### config.mk
export PLATFORM = sky130hd
export DESIGN_NAME = rx_ring_walker
export DESIGN_NICKNAME = d
export VERILOG_FILES = /design/src/rtl/rxw_pkg.sv /design/src/rtl/rxw_ring_index.sv /design/src/rtl/rxw_byte_lane.sv /design/src/rtl/rx_ring_walker.sv
export SDC_FILE = /design/constraint.sdc
export NUM_CORES = 1
export LEC_CHECK = 0
export ABC_AREA = 1
export BUFFER_PORTS_ARGS = -buffer_cell sky130_fd_sc_hd__buf_4
export CAP_MARGIN = 40
export CORE_MARGIN = 10
export CORE_UTILIZATION = 45
export DETAILED_ROUTE_END_ITERATION = 8
export MAX_ROUTING_LAYER = met4
export PLACE_DENSITY = 0.65
export SLEW_MARGIN = 10
export SYNTH_ARGS = -nofsm -noshare
export SYNTH_HDL_FRONTEND = slang
export SYNTH_SLANG_ARGS = --single-unit
### constraint.sdc
create_clock -name clk -period 3.2 [get_ports clk]
set_input_delay 0.64 -clock clk [delete_from_list [all_inputs] [get_ports clk]]
set_output_delay 0.64 -clock clk [all_outputs]
set_load 0.005 [all_outputs]
### src/rtl/rxw_pkg.sv
package rxw_pkg;

  localparam logic [7:0] STAT_OWN  = 8'h80;
  localparam logic [7:0] STAT_ERR  = 8'h40;
  localparam logic [7:0] STAT_BUFF = 8'h04;
  localparam logic [7:0] STAT_STP  = 8'h02;
  localparam logic [7:0] STAT_ENP  = 8'h01;

  typedef enum logic [3:0] {
    S_IDLE, S_FETCH, S_CHECK, S_WPREV, S_WERR,
    S_RDA, S_RDL, S_LEN, S_DATA, S_WSTAT, S_WCNT, S_DROP
  } walk_state_t;

  // buffer size word holds the negated byte capacity
  function automatic logic [15:0] neg_len(input logic [15:0] w);
    return ~w + 16'd1;
  endfunction

  // status byte handed back to the host, ownership always cleared
  function automatic logic [7:0] ret_status(input logic first, input logic last,
                                            input logic err);
    logic [7:0] s;
    s = 8'h00;
    if (first) s = s | STAT_STP;
    if (last)  s = s | STAT_ENP;
    if (err)   s = s | STAT_BUFF | STAT_ERR;
    return s & ~STAT_OWN;
  endfunction

endpackage

### src/rtl/rxw_ring_index.sv
module rxw_ring_index #(
  parameter int ADDR_W = 24,
  parameter int LOG_W  = 3,
  parameter int IDX_W  = (1 << LOG_W) - 1
)(
  input  logic              clk,
  input  logic              rst_n,
  input  logic [LOG_W-1:0]  len_log2,
  input  logic [ADDR_W-1:0] base,
  input  logic              advance,
  output logic [ADDR_W-1:0] desc_base
);
  logic [IDX_W:0]   one_sh;
  logic [IDX_W-1:0] mask, idx_q, idx_eff;

  assign one_sh  = (IDX_W+1)'(1) << len_log2;
  assign mask    = one_sh[IDX_W-1:0] - IDX_W'(1);
  assign idx_eff = idx_q & mask;

  always_ff @(posedge clk or negedge rst_n) begin
    if (!rst_n)       idx_q <= '0;
    else if (advance) idx_q <= (idx_eff + IDX_W'(1)) & mask;
  end

  assign desc_base = {base[ADDR_W-1:2], 2'b00} + ADDR_W'({idx_eff, 2'b00});
endmodule

### src/rtl/rxw_byte_lane.sv
module rxw_byte_lane #(
  parameter int ADDR_W = 24,
  parameter int CNT_W  = 12
)(
  input  logic [ADDR_W-1:0] buf_base,
  input  logic [CNT_W-1:0]  offset,
  input  logic [7:0]        byte_in,
  output logic [ADDR_W-1:0] addr,
  output logic [1:0]        be,
  output logic [15:0]       wdata
);
  assign addr  = buf_base + ADDR_W'(offset >> 1);
  assign be    = offset[0] ? 2'b10 : 2'b01;
  assign wdata = {byte_in, byte_in};
endmodule

### src/rtl/rx_ring_walker.sv
module rx_ring_walker
  import rxw_pkg::*;
#(
  parameter int ADDR_W = 24,
  parameter int LOG_W  = 3,
  parameter int CNT_W  = 12
)(
  input  logic              clk,
  input  logic              rst_n,
  input  logic [ADDR_W-1:0] cfg_ring_base,
  input  logic [LOG_W-1:0]  cfg_ring_log2,
  input  logic              in_valid,
  input  logic [7:0]        in_data,
  input  logic              in_sop,
  input  logic              in_eop,
  output logic              in_ready,
  output logic              mem_req,
  output logic              mem_we,
  output logic [ADDR_W-1:0] mem_addr,
  output logic [1:0]        mem_be,
  output logic [15:0]       mem_wdata,
  input  logic [15:0]       mem_rdata,
  output logic              rx_done,
  output logic              rx_miss
);
  localparam int CNT_PAD = 16 - CNT_W;

  walk_state_t       state_q, state_d;
  logic              first_q, prev_first_q, adv;
  logic [7:0]        hi_q;
  logic [ADDR_W-1:0] buf_q, prev_q, desc_base;
  logic [CNT_W-1:0]  len_q, boff_q, fcnt_q;
  logic [ADDR_W-1:0] lane_addr;
  logic [1:0]        lane_be;
  logic [15:0]       lane_wdata;
  logic              buf_full;

  // named internal events for the checker
  logic stat_rd, stat_wr, cnt_wr, data_wr;

  rxw_ring_index #(.ADDR_W(ADDR_W), .LOG_W(LOG_W)) u_index (
    .clk(clk), .rst_n(rst_n), .len_log2(cfg_ring_log2), .base(cfg_ring_base),
    .advance(adv), .desc_base(desc_base));

  rxw_byte_lane #(.ADDR_W(ADDR_W), .CNT_W(CNT_W)) u_lane (
    .buf_base(buf_q), .offset(boff_q), .byte_in(in_data),
    .addr(lane_addr), .be(lane_be), .wdata(lane_wdata));

  assign buf_full = (boff_q + CNT_W'(1)) == len_q;

  always_comb begin
    state_d   = state_q;
    in_ready  = 1'b0;
    mem_req   = 1'b0;
    mem_we    = 1'b0;
    mem_addr  = desc_base;
    mem_be    = 2'b00;
    mem_wdata = 16'h0000;
    rx_done   = 1'b0;
    rx_miss   = 1'b0;
    adv       = 1'b0;
    case (state_q)
      S_IDLE: begin
        in_ready = in_valid & ~in_sop;
        if (in_valid && in_sop) state_d = S_FETCH;
      end
      S_FETCH: begin
        mem_req  = 1'b1;
        mem_addr = desc_base + ADDR_W'(1);
        state_d  = S_CHECK;
      end
      S_CHECK: begin
        if (mem_rdata[15]) state_d = first_q ? S_RDA : S_WPREV;
        else begin
          state_d = first_q ? S_DROP : S_WERR;
          rx_miss = first_q;
        end
      end
      S_WPREV, S_WERR: begin
        mem_req   = 1'b1;
        mem_we    = 1'b1;
        mem_addr  = prev_q + ADDR_W'(1);
        mem_be    = 2'b10;
        mem_wdata = {ret_status(prev_first_q, 1'b0, state_q == S_WERR), 8'h00};
        state_d   = (state_q == S_WERR) ? S_DROP : S_RDA;
      end
      S_RDA: begin
        mem_req = 1'b1;
        state_d = S_RDL;
      end
      S_RDL: begin
        mem_req  = 1'b1;
        mem_addr = desc_base + ADDR_W'(2);
        state_d  = S_LEN;
      end
      S_LEN: state_d = S_DATA;
      S_DATA: begin
        in_ready = 1'b1;
        if (in_valid) begin
          mem_req   = 1'b1;
          mem_we    = 1'b1;
          mem_addr  = lane_addr;
          mem_be    = lane_be;
          mem_wdata = lane_wdata;
          if (in_eop) state_d = S_WSTAT;
          else if (buf_full) begin
            adv     = 1'b1;
            state_d = S_FETCH;
          end
        end
      end
      S_WSTAT: begin
        mem_req   = 1'b1;
        mem_we    = 1'b1;
        mem_addr  = desc_base + ADDR_W'(1);
        mem_be    = 2'b10;
        mem_wdata = {ret_status(first_q, 1'b1, 1'b0), 8'h00};
        state_d   = S_WCNT;
      end
      S_WCNT: begin
        mem_req   = 1'b1;
        mem_we    = 1'b1;
        mem_addr  = desc_base + ADDR_W'(3);
        mem_be    = 2'b11;
        mem_wdata = {{CNT_PAD{1'b0}}, fcnt_q};
        rx_done   = 1'b1;
        adv       = 1'b1;
        state_d   = S_IDLE;
      end
      S_DROP: begin
        in_ready = 1'b1;
        if (in_valid && in_eop) state_d = S_IDLE;
      end
      default: state_d = S_IDLE;
    endcase
  end

  always_ff @(posedge clk or negedge rst_n) begin
    if (!rst_n) begin
      state_q      <= S_IDLE;
      first_q      <= 1'b0;
      prev_first_q <= 1'b0;
      hi_q         <= '0;
      buf_q        <= '0;
      prev_q       <= '0;
      len_q        <= '0;
      boff_q       <= '0;
      fcnt_q       <= '0;
    end else begin
      state_q <= state_d;
      if (state_q == S_IDLE && in_valid && in_sop) begin
        first_q <= 1'b1;
        fcnt_q  <= '0;
      end
      if (state_q == S_CHECK) hi_q <= mem_rdata[7:0];
      if (state_q == S_RDL)   buf_q <= ADDR_W'({hi_q, mem_rdata});
      if (state_q == S_LEN) begin
        len_q  <= CNT_W'(neg_len(mem_rdata));
        boff_q <= '0;
      end
      if (state_q == S_DATA && in_valid) begin
        boff_q <= boff_q + CNT_W'(1);
        fcnt_q <= fcnt_q + CNT_W'(1);
        if (!in_eop && buf_full) begin
          prev_q       <= desc_base;
          prev_first_q <= first_q;
          first_q      <= 1'b0;
        end
      end
    end
  end

  assign stat_rd = (state_q == S_FETCH);
  assign stat_wr = (state_q == S_WPREV) || (state_q == S_WERR) || (state_q == S_WSTAT);
  assign cnt_wr  = (state_q == S_WCNT);
  assign data_wr = (state_q == S_DATA) && in_valid;
endmodule

# Word-level counts from Yosys, hierarchy flattened
# Cells that the tools add are included.
[totals] ff_bits=105 inputBits=56 out_inout_bits=47 wordCells=99
[op_classes] addsub=11 n_eq_ne=16 shift=1 muxes=38 bitwise_logic=5 reduce_logical=18
[op_table] operator="24-bit case mux with 5 select lines" count=1
[op_table] operator="16-bit case mux with 4 select lines" count=1
[op_table] operator="24-bit by 1-bit adder with 24-bit output (second input constant)" count=2
[op_table] operator="24-bit by 2-bit adder with 24-bit output (second input constant)" count=2
[op_table] operator="12-bit two-way mux" count=4
[op_table] operator="4-bit case mux with 10 select lines" count=1
[op_table] operator="12-bit by 1-bit adder with 12-bit output (second input constant)" count=3
[op_table] operator="4-bit two-way mux" count=8
[op_table] operator="24-bit by 11-bit adder with 24-bit output" count=1
[op_table] operator="24-bit by 9-bit adder with 24-bit output" count=1
[op_table] operator="24-bit two-way mux" count=1
[op_table] operator="4-bit by 3-bit == test with 1-bit output (second input constant)" count=4
[op_table] operator="4-bit == test (second input constant)" count=4
[op_table] operator="16-bit two-way mux" count=1
[op_table] operator="7-bit bitwise AND" count=2
[op_table] operator="12-bit == test" count=1
[op_table] operator="12-bit inverter" count=1
[op_table] operator="1-bit two-way mux" count=10
[op_table] operator="4-bit by 2-bit == test with 1-bit output (second input constant)" count=2
[op_table] operator="2-bit two-way mux" count=4
[op_table] operator="1-bit case mux with 2 select lines" count=4
[op_table] operator="7-bit by 1-bit adder with 7-bit output (second input constant)" count=1
[op_table] operator="7-bit two-way mux" count=1
[op_table] operator="7-bit OR reduction" count=1
[op_table] operator="other kinds (18)" count=28

# Logic depth before layout (Yosys ltp)
[logic_depth] ltp_word=6 depth_mapped=16 ltp_nobuf=16

# Modules after synthesis
# From an unflattened synthesis, not the netlist that was laid out.
[unflattened] hier_cells=1535 hier_area_um2=9633.0
[by_module_without_submodules] mod="rx_ring_walker" instances=1 cells_per_inst=1075 area_per_inst_um2=7038.0 seq_area_each_um2=2452.4
[by_module_without_submodules] mod="rxw_byte_lane" instances=1 cells_per_inst=249 area_per_inst_um2=1316.3 seq_area_each_um2=0.0
[by_module_without_submodules] mod="rxw_ring_index" instances=1 cells_per_inst=211 area_per_inst_um2=1278.7 seq_area_each_um2=175.2

# Worst setup path after synthesis
# No wires, ideal clock.
[synth_timing] path_type="input -> output" start="input cfg_ring_log2[1]" end="output mem_addr[16]" arrival_time_ps=2320 t_required_ps=2560 path_slack_ps=240 cell_stages=13 path_buffers=0 path_cell_list="nor2_1 a21oi_1 ha_1 inv_1 fa_1 nor2_1 nand2_1 nand2_1 nand2_1 nand2_1 nand2_1 xor2_1 o21ai_0"
[synth_between] elab_chain_cells=6 word_cells_on_any_way=9 cone_classes="5 x add/sub; 1 x shift; 2 x mux; 1 x bitwise"
[synth_rtl] element="start, declared" line="rx_ring_walker.sv:11" source="input logic [LOG_W-1:0] cfg_ring_log2,"
[synth_rtl] element="1-bit by 3-bit left shift with 7-bit output (*)" line="rxw_ring_index.sv:16" source="assign one_sh = (IDX_W+1)'(1) << len_log2;"
[synth_rtl] element="7-bit by 1-bit subtractor with 7-bit output (*)" line="rxw_ring_index.sv:17" source="assign mask = one_sh[IDX_W-1:0] - IDX_W'(1);"
[synth_rtl] element="7-bit bitwise AND (*)" line="rxw_ring_index.sv:18" source="assign idx_eff = idx_q & mask;"
[synth_rtl] element="24-bit by 9-bit adder with 24-bit output (*)" line="rxw_ring_index.sv:25" source="assign desc_base = {base[ADDR_W-1:2], 2'b00} + ADDR_W'({idx_eff, 2'b00});"
[synth_rtl] element="24-bit by 2-bit adder with 24-bit output, or another cell as far along" line="rx_ring_walker.sv:123" source="mem_addr = desc_base + ADDR_W'(3);"
[synth_rtl] element="24-bit case mux with 5 select lines (*)" line="rx_ring_walker.sv:62" source="case (state_q)"
[synth_rtl] element="end, declared" line="rx_ring_walker.sv:19" source="output logic [ADDR_W-1:0] mem_addr,"
# Every way passes the cells marked *; elsewhere a longest branch is shown, timed or not.

# Final worst setup path
[layout_timing] start="input cfg_ring_log2[1]" end="output mem_addr[13]"
# The elaborated chain is that of the path after synthesis.

==> results.json <==
{
  "numCtsBuffers": 9,
  "dp_cells": 1391,
  "slowest_stage": "ha_1",
  "htreeDepth": 3,
  "place.gp.congestion": 0.942,
  "clock_power_share": 0.180,
  "place_hpwl_um": 16600,
  "synth-seq-cells": 103,
  "synthesis.area_sq_um": 7160,
  "timing.final.crit_share": 0.974,
  "relSlewSlack": 0.619,
  "detail-route-antenna-nets": 0,
  "postCtsHoldBufs": 0,
  "max_stage_delay_ns": 0.33,
  "fp.dieArea_sq_um": 21400,
  "die_x_um": 146,
  "synth_warnings": 0,
  "path_cells": "buf_4 > buf_4 > nand3_4 > nor2_2 > ha_1 > nand2_2 > nor3_4 > buf_4 > nand3_1 > nand3b_1 > nand2_1 > o211ai_1 > buf_4",
  "setup_viol": 0,
  "crit_type": "in -> out",
  "worst_slack_ns": 0.0844,
  "internal-power_mw": 3.54,
  "synth_edf_count": 0,
  "grt_pass1_wl_um": 35100,
  "clkTransAtPathRegs_ns": 0.08,
  "syn-num-nets": 1141,
  "cp_max_fo": 3,
  "outcome": "finished, final reports clean",
  "via_per_inst": 5.26,
  "cts.sinks": 103,
  "initial_utilization": 0.454,
  "syn_to_final_growth_pct": 27.6,
  "dr.pass1.iters": 5,
  "wl_met3_um": 1070,
  "num-fill-cells": 1548,
  "grt_overflow": 0,
  "grt_pass1_vias": 6923,
  "grt_util_all_layers": 0.204,
  "fin_area_sq_um": 9140,
  "hold_viol": 0,
  "end_kind": "output pin",
  "multi_input_area_sq_um": 4250,
  "grt_max_degree": 50,
  "final_cells": 1421,
  "switching_share": 0.433,
  "async_flop_share": 1.00,
  "wl_um": 22000,
  "cp_common_cell": "buf_4",
  "power_frac_seq": 0.338,
  "finClkSkew_ns": 0.00961,
  "worstHoldPathType": "in -> async",
  "clockBufferDepth": 2,
  "port_buffers": 100,
  "wl_met1_um": 10400,
  "drv_cap": 0,
  "io_pins": 103,
  "power_density_nw_per_um2": 684,
  "drt_iter0_drc": 637,
  "clock_latency_ns": 0.36,
  "synthDistinctLibCells": 42,
  "layout_min_cycle_time_ns": 3.12,
  "wl_met2_um": 10200,
  "antenna_found_initial": 0,
  "wl_per_cell_um": 15.5,
  "arrival_ns": 2.48,
  "fin_nets": 1280,
  "fmax_mhz": 321,
  "diodes": 0,
  "power_frac_comb": 0.482,
  "post_synth_inst_count": 1061,
  "top_layer": "met4",
  "seq_area_sq_um": 2580,
  "placementRows": 46,
  "root_buffer": "clkbuf_16",
  "start_kind": "input port",
  "pre_cts_slack_ns": -0.200,
  "syn_avg_cell_area_sq_um": 6.75,
  "dpl_cell_area_sq_um": 8390,
  "ys_seq_area_frac": 0.360,
  "rsz0062_at_grt": "yes",
  "core_area_sq_um": 15800,
  "p_switching_mw": 2.71,
  "post-route-util": 0.579,
  "drive_gt1_frac": 0.224,
  "synthFlopType": "dfrtp_1",
  "vias": 7475,
  "power.total_mw": 6.25,
  "vdd_ir_drop_max_uv": 420,
  "cts_tree": "done",
  "drc": 0,
  "die_y_um": 146,
  "worstPathRequired_ns": 2.56,
  "leakagePower_nw": 4.55,
  "slew_viol_final": 0,
  "worst_pin_slew_ns": 0.572
}
-- layer usage --
| metal | up-vias | track usage |
|---|---|---|
| li1 | 3748 | - |
| met1 | 3478 | 0.274 |
| met2 | 223 | 0.314 |
| met3 | 26 | 0.0272 |
| met4 | 0 | 0.0631 |
| met5 | - | - |
-- layout make-up --
class	count	area share
flip-flops and latches	103	0.283
repair buffers	153	0.127
well taps	216	0.0296
multi-input cells	783	0.466
clock buffers	10	0.0262
clock inverters	6	0.00685
inverters	150	0.0618
-- layout by cell type (no fill, tap or decap), drive strengths merged, types with 10 or more instances in the layout --
cell type	n
dfrtp	103
o22ai	13
nand2	331
buf	153
nand3	91
nor2	76
inv	151
a21oi	41
ha	22
clkbuf	10
o21ai	101
nand4	17
xor2	18
nor3	16
o211ai	11
-- per-stage QoR --
step	TNS [ns]	hold WS, ns
after floorplan	0	0.344
after global placement	-0.922	0.454
after detailed placement	-1.21	0.467
after CTS	-0.0111	0.267
after global routing	-0.229	0.284
final	0	0.249
-- worst max-delay path, delay by kind of cell --
family / cells / cell delay (ns)
and+or+nand+nor: 7 / 0.67
buffers and inverters: 4 / 0.56
AOI/OAI and AO/OA: 1 / 0.26
adders and majority gates: 1 / 0.33
-- kinds of logic (layout without fill, tap and decap cells) --
group,count (synthesis),count (layout),synth area share
DFF,103,103,0.360
and+or+nand+nor,542,543,0.321
xor gates and xnor gates,23,23,0.0281
adders and majority gates,24,24,0.0440
buffers and inverters,176,319,0.0938
muxes,4,4,0.00611
AOI/OAI and AO/OA,189,189,0.147
-- flip-flops by register name (all words and copies together) (netlist names) --
name / cells
first_q: 1
prev_first_q: 1
prev_q: 22
len_q: 12
boff_q: 12
state_q: 4
fcnt_q: 12
buf_q: 24
hi_q: 8
u_index.idx_q: 7
-- what timing repair did --
item,4_1_cts,5_1_grt
endpoints found under the hold margin,0,0
cloned,0,1
resized for setup,17,89
pin swaps,8,24
endpoints found under the setup margin,15,19
setup buffers,6,7
-- path summary, 6_finish.rpt --
| kind | start | to | slack [ns] | depth (start not counted) |
|---|---|---|---|---|
| setup / recovery | cfg_ring_log2[1] | mem_addr[13] | 0.08 | 13 |
| max in group asynchronous | rst_n | fcnt_q[1]$_DFFE_PN0P_ | 2.27 | 2 |
| min in group clk | fcnt_q[11]$_DFFE_PN0P_ | fcnt_q[11]$_DFFE_PN0P_ | 0.48 | 1 |
| hold reg to reg | fcnt_q[11]$_DFFE_PN0P_ | fcnt_q[11]$_DFFE_PN0P_ | 0.48 | 1 |
| setup reg to reg | boff_q[1]$_DFFE_PN0P_ | u_index.idx_q[3]$_DFFE_PN0P_ | 0.51 | 16 |
| hold / removal | rst_n | hi_q[6]$_DFFE_PN0P_ | 0.25 | 1 |
-- power groups by stage --
stage	Sequential (mW)	Clock [mW]	Combinational, mW
2_1_floorplan	1.97	0	1.70
3_3_place_gp	2.09	0	2.72
3_5_place_dp	2.09	0	2.77
4_1_cts	2.07	1.15	2.84
5_1_grt	2.16	1.20	3.40
6_report	2.11	1.13	3.01
-- cells in the mapped netlist, drive strengths merged, types with 3 or more instances --
library cell / number / area share
buf: 7 / 0.0052
ha: 22 / 0.038
o21bai: 4 / 0.0042
nand4: 17 / 0.016
o2111ai: 3 / 0.0037
nand3b: 6 / 0.0063
xor2: 18 / 0.022
nand2: 330 / 0.17
inv: 149 / 0.078
o221ai: 3 / 0.0037
nand3: 91 / 0.064
o211ai: 11 / 0.012
nor4: 4 / 0.0035
dfrtp: 103 / 0.36
nor3: 16 / 0.013
o21ai: 101 / 0.071
a22oi: 3 / 0.0031
a31oi: 5 / 0.0044
clkbuf: 19 / 0.010
xnor2: 5 / 0.0061
o22ai: 13 / 0.011
mux2: 3 / 0.0047
a21oi: 41 / 0.029
nor2: 76 / 0.044
Note: power is estimated with default switching activity, not from simulation.
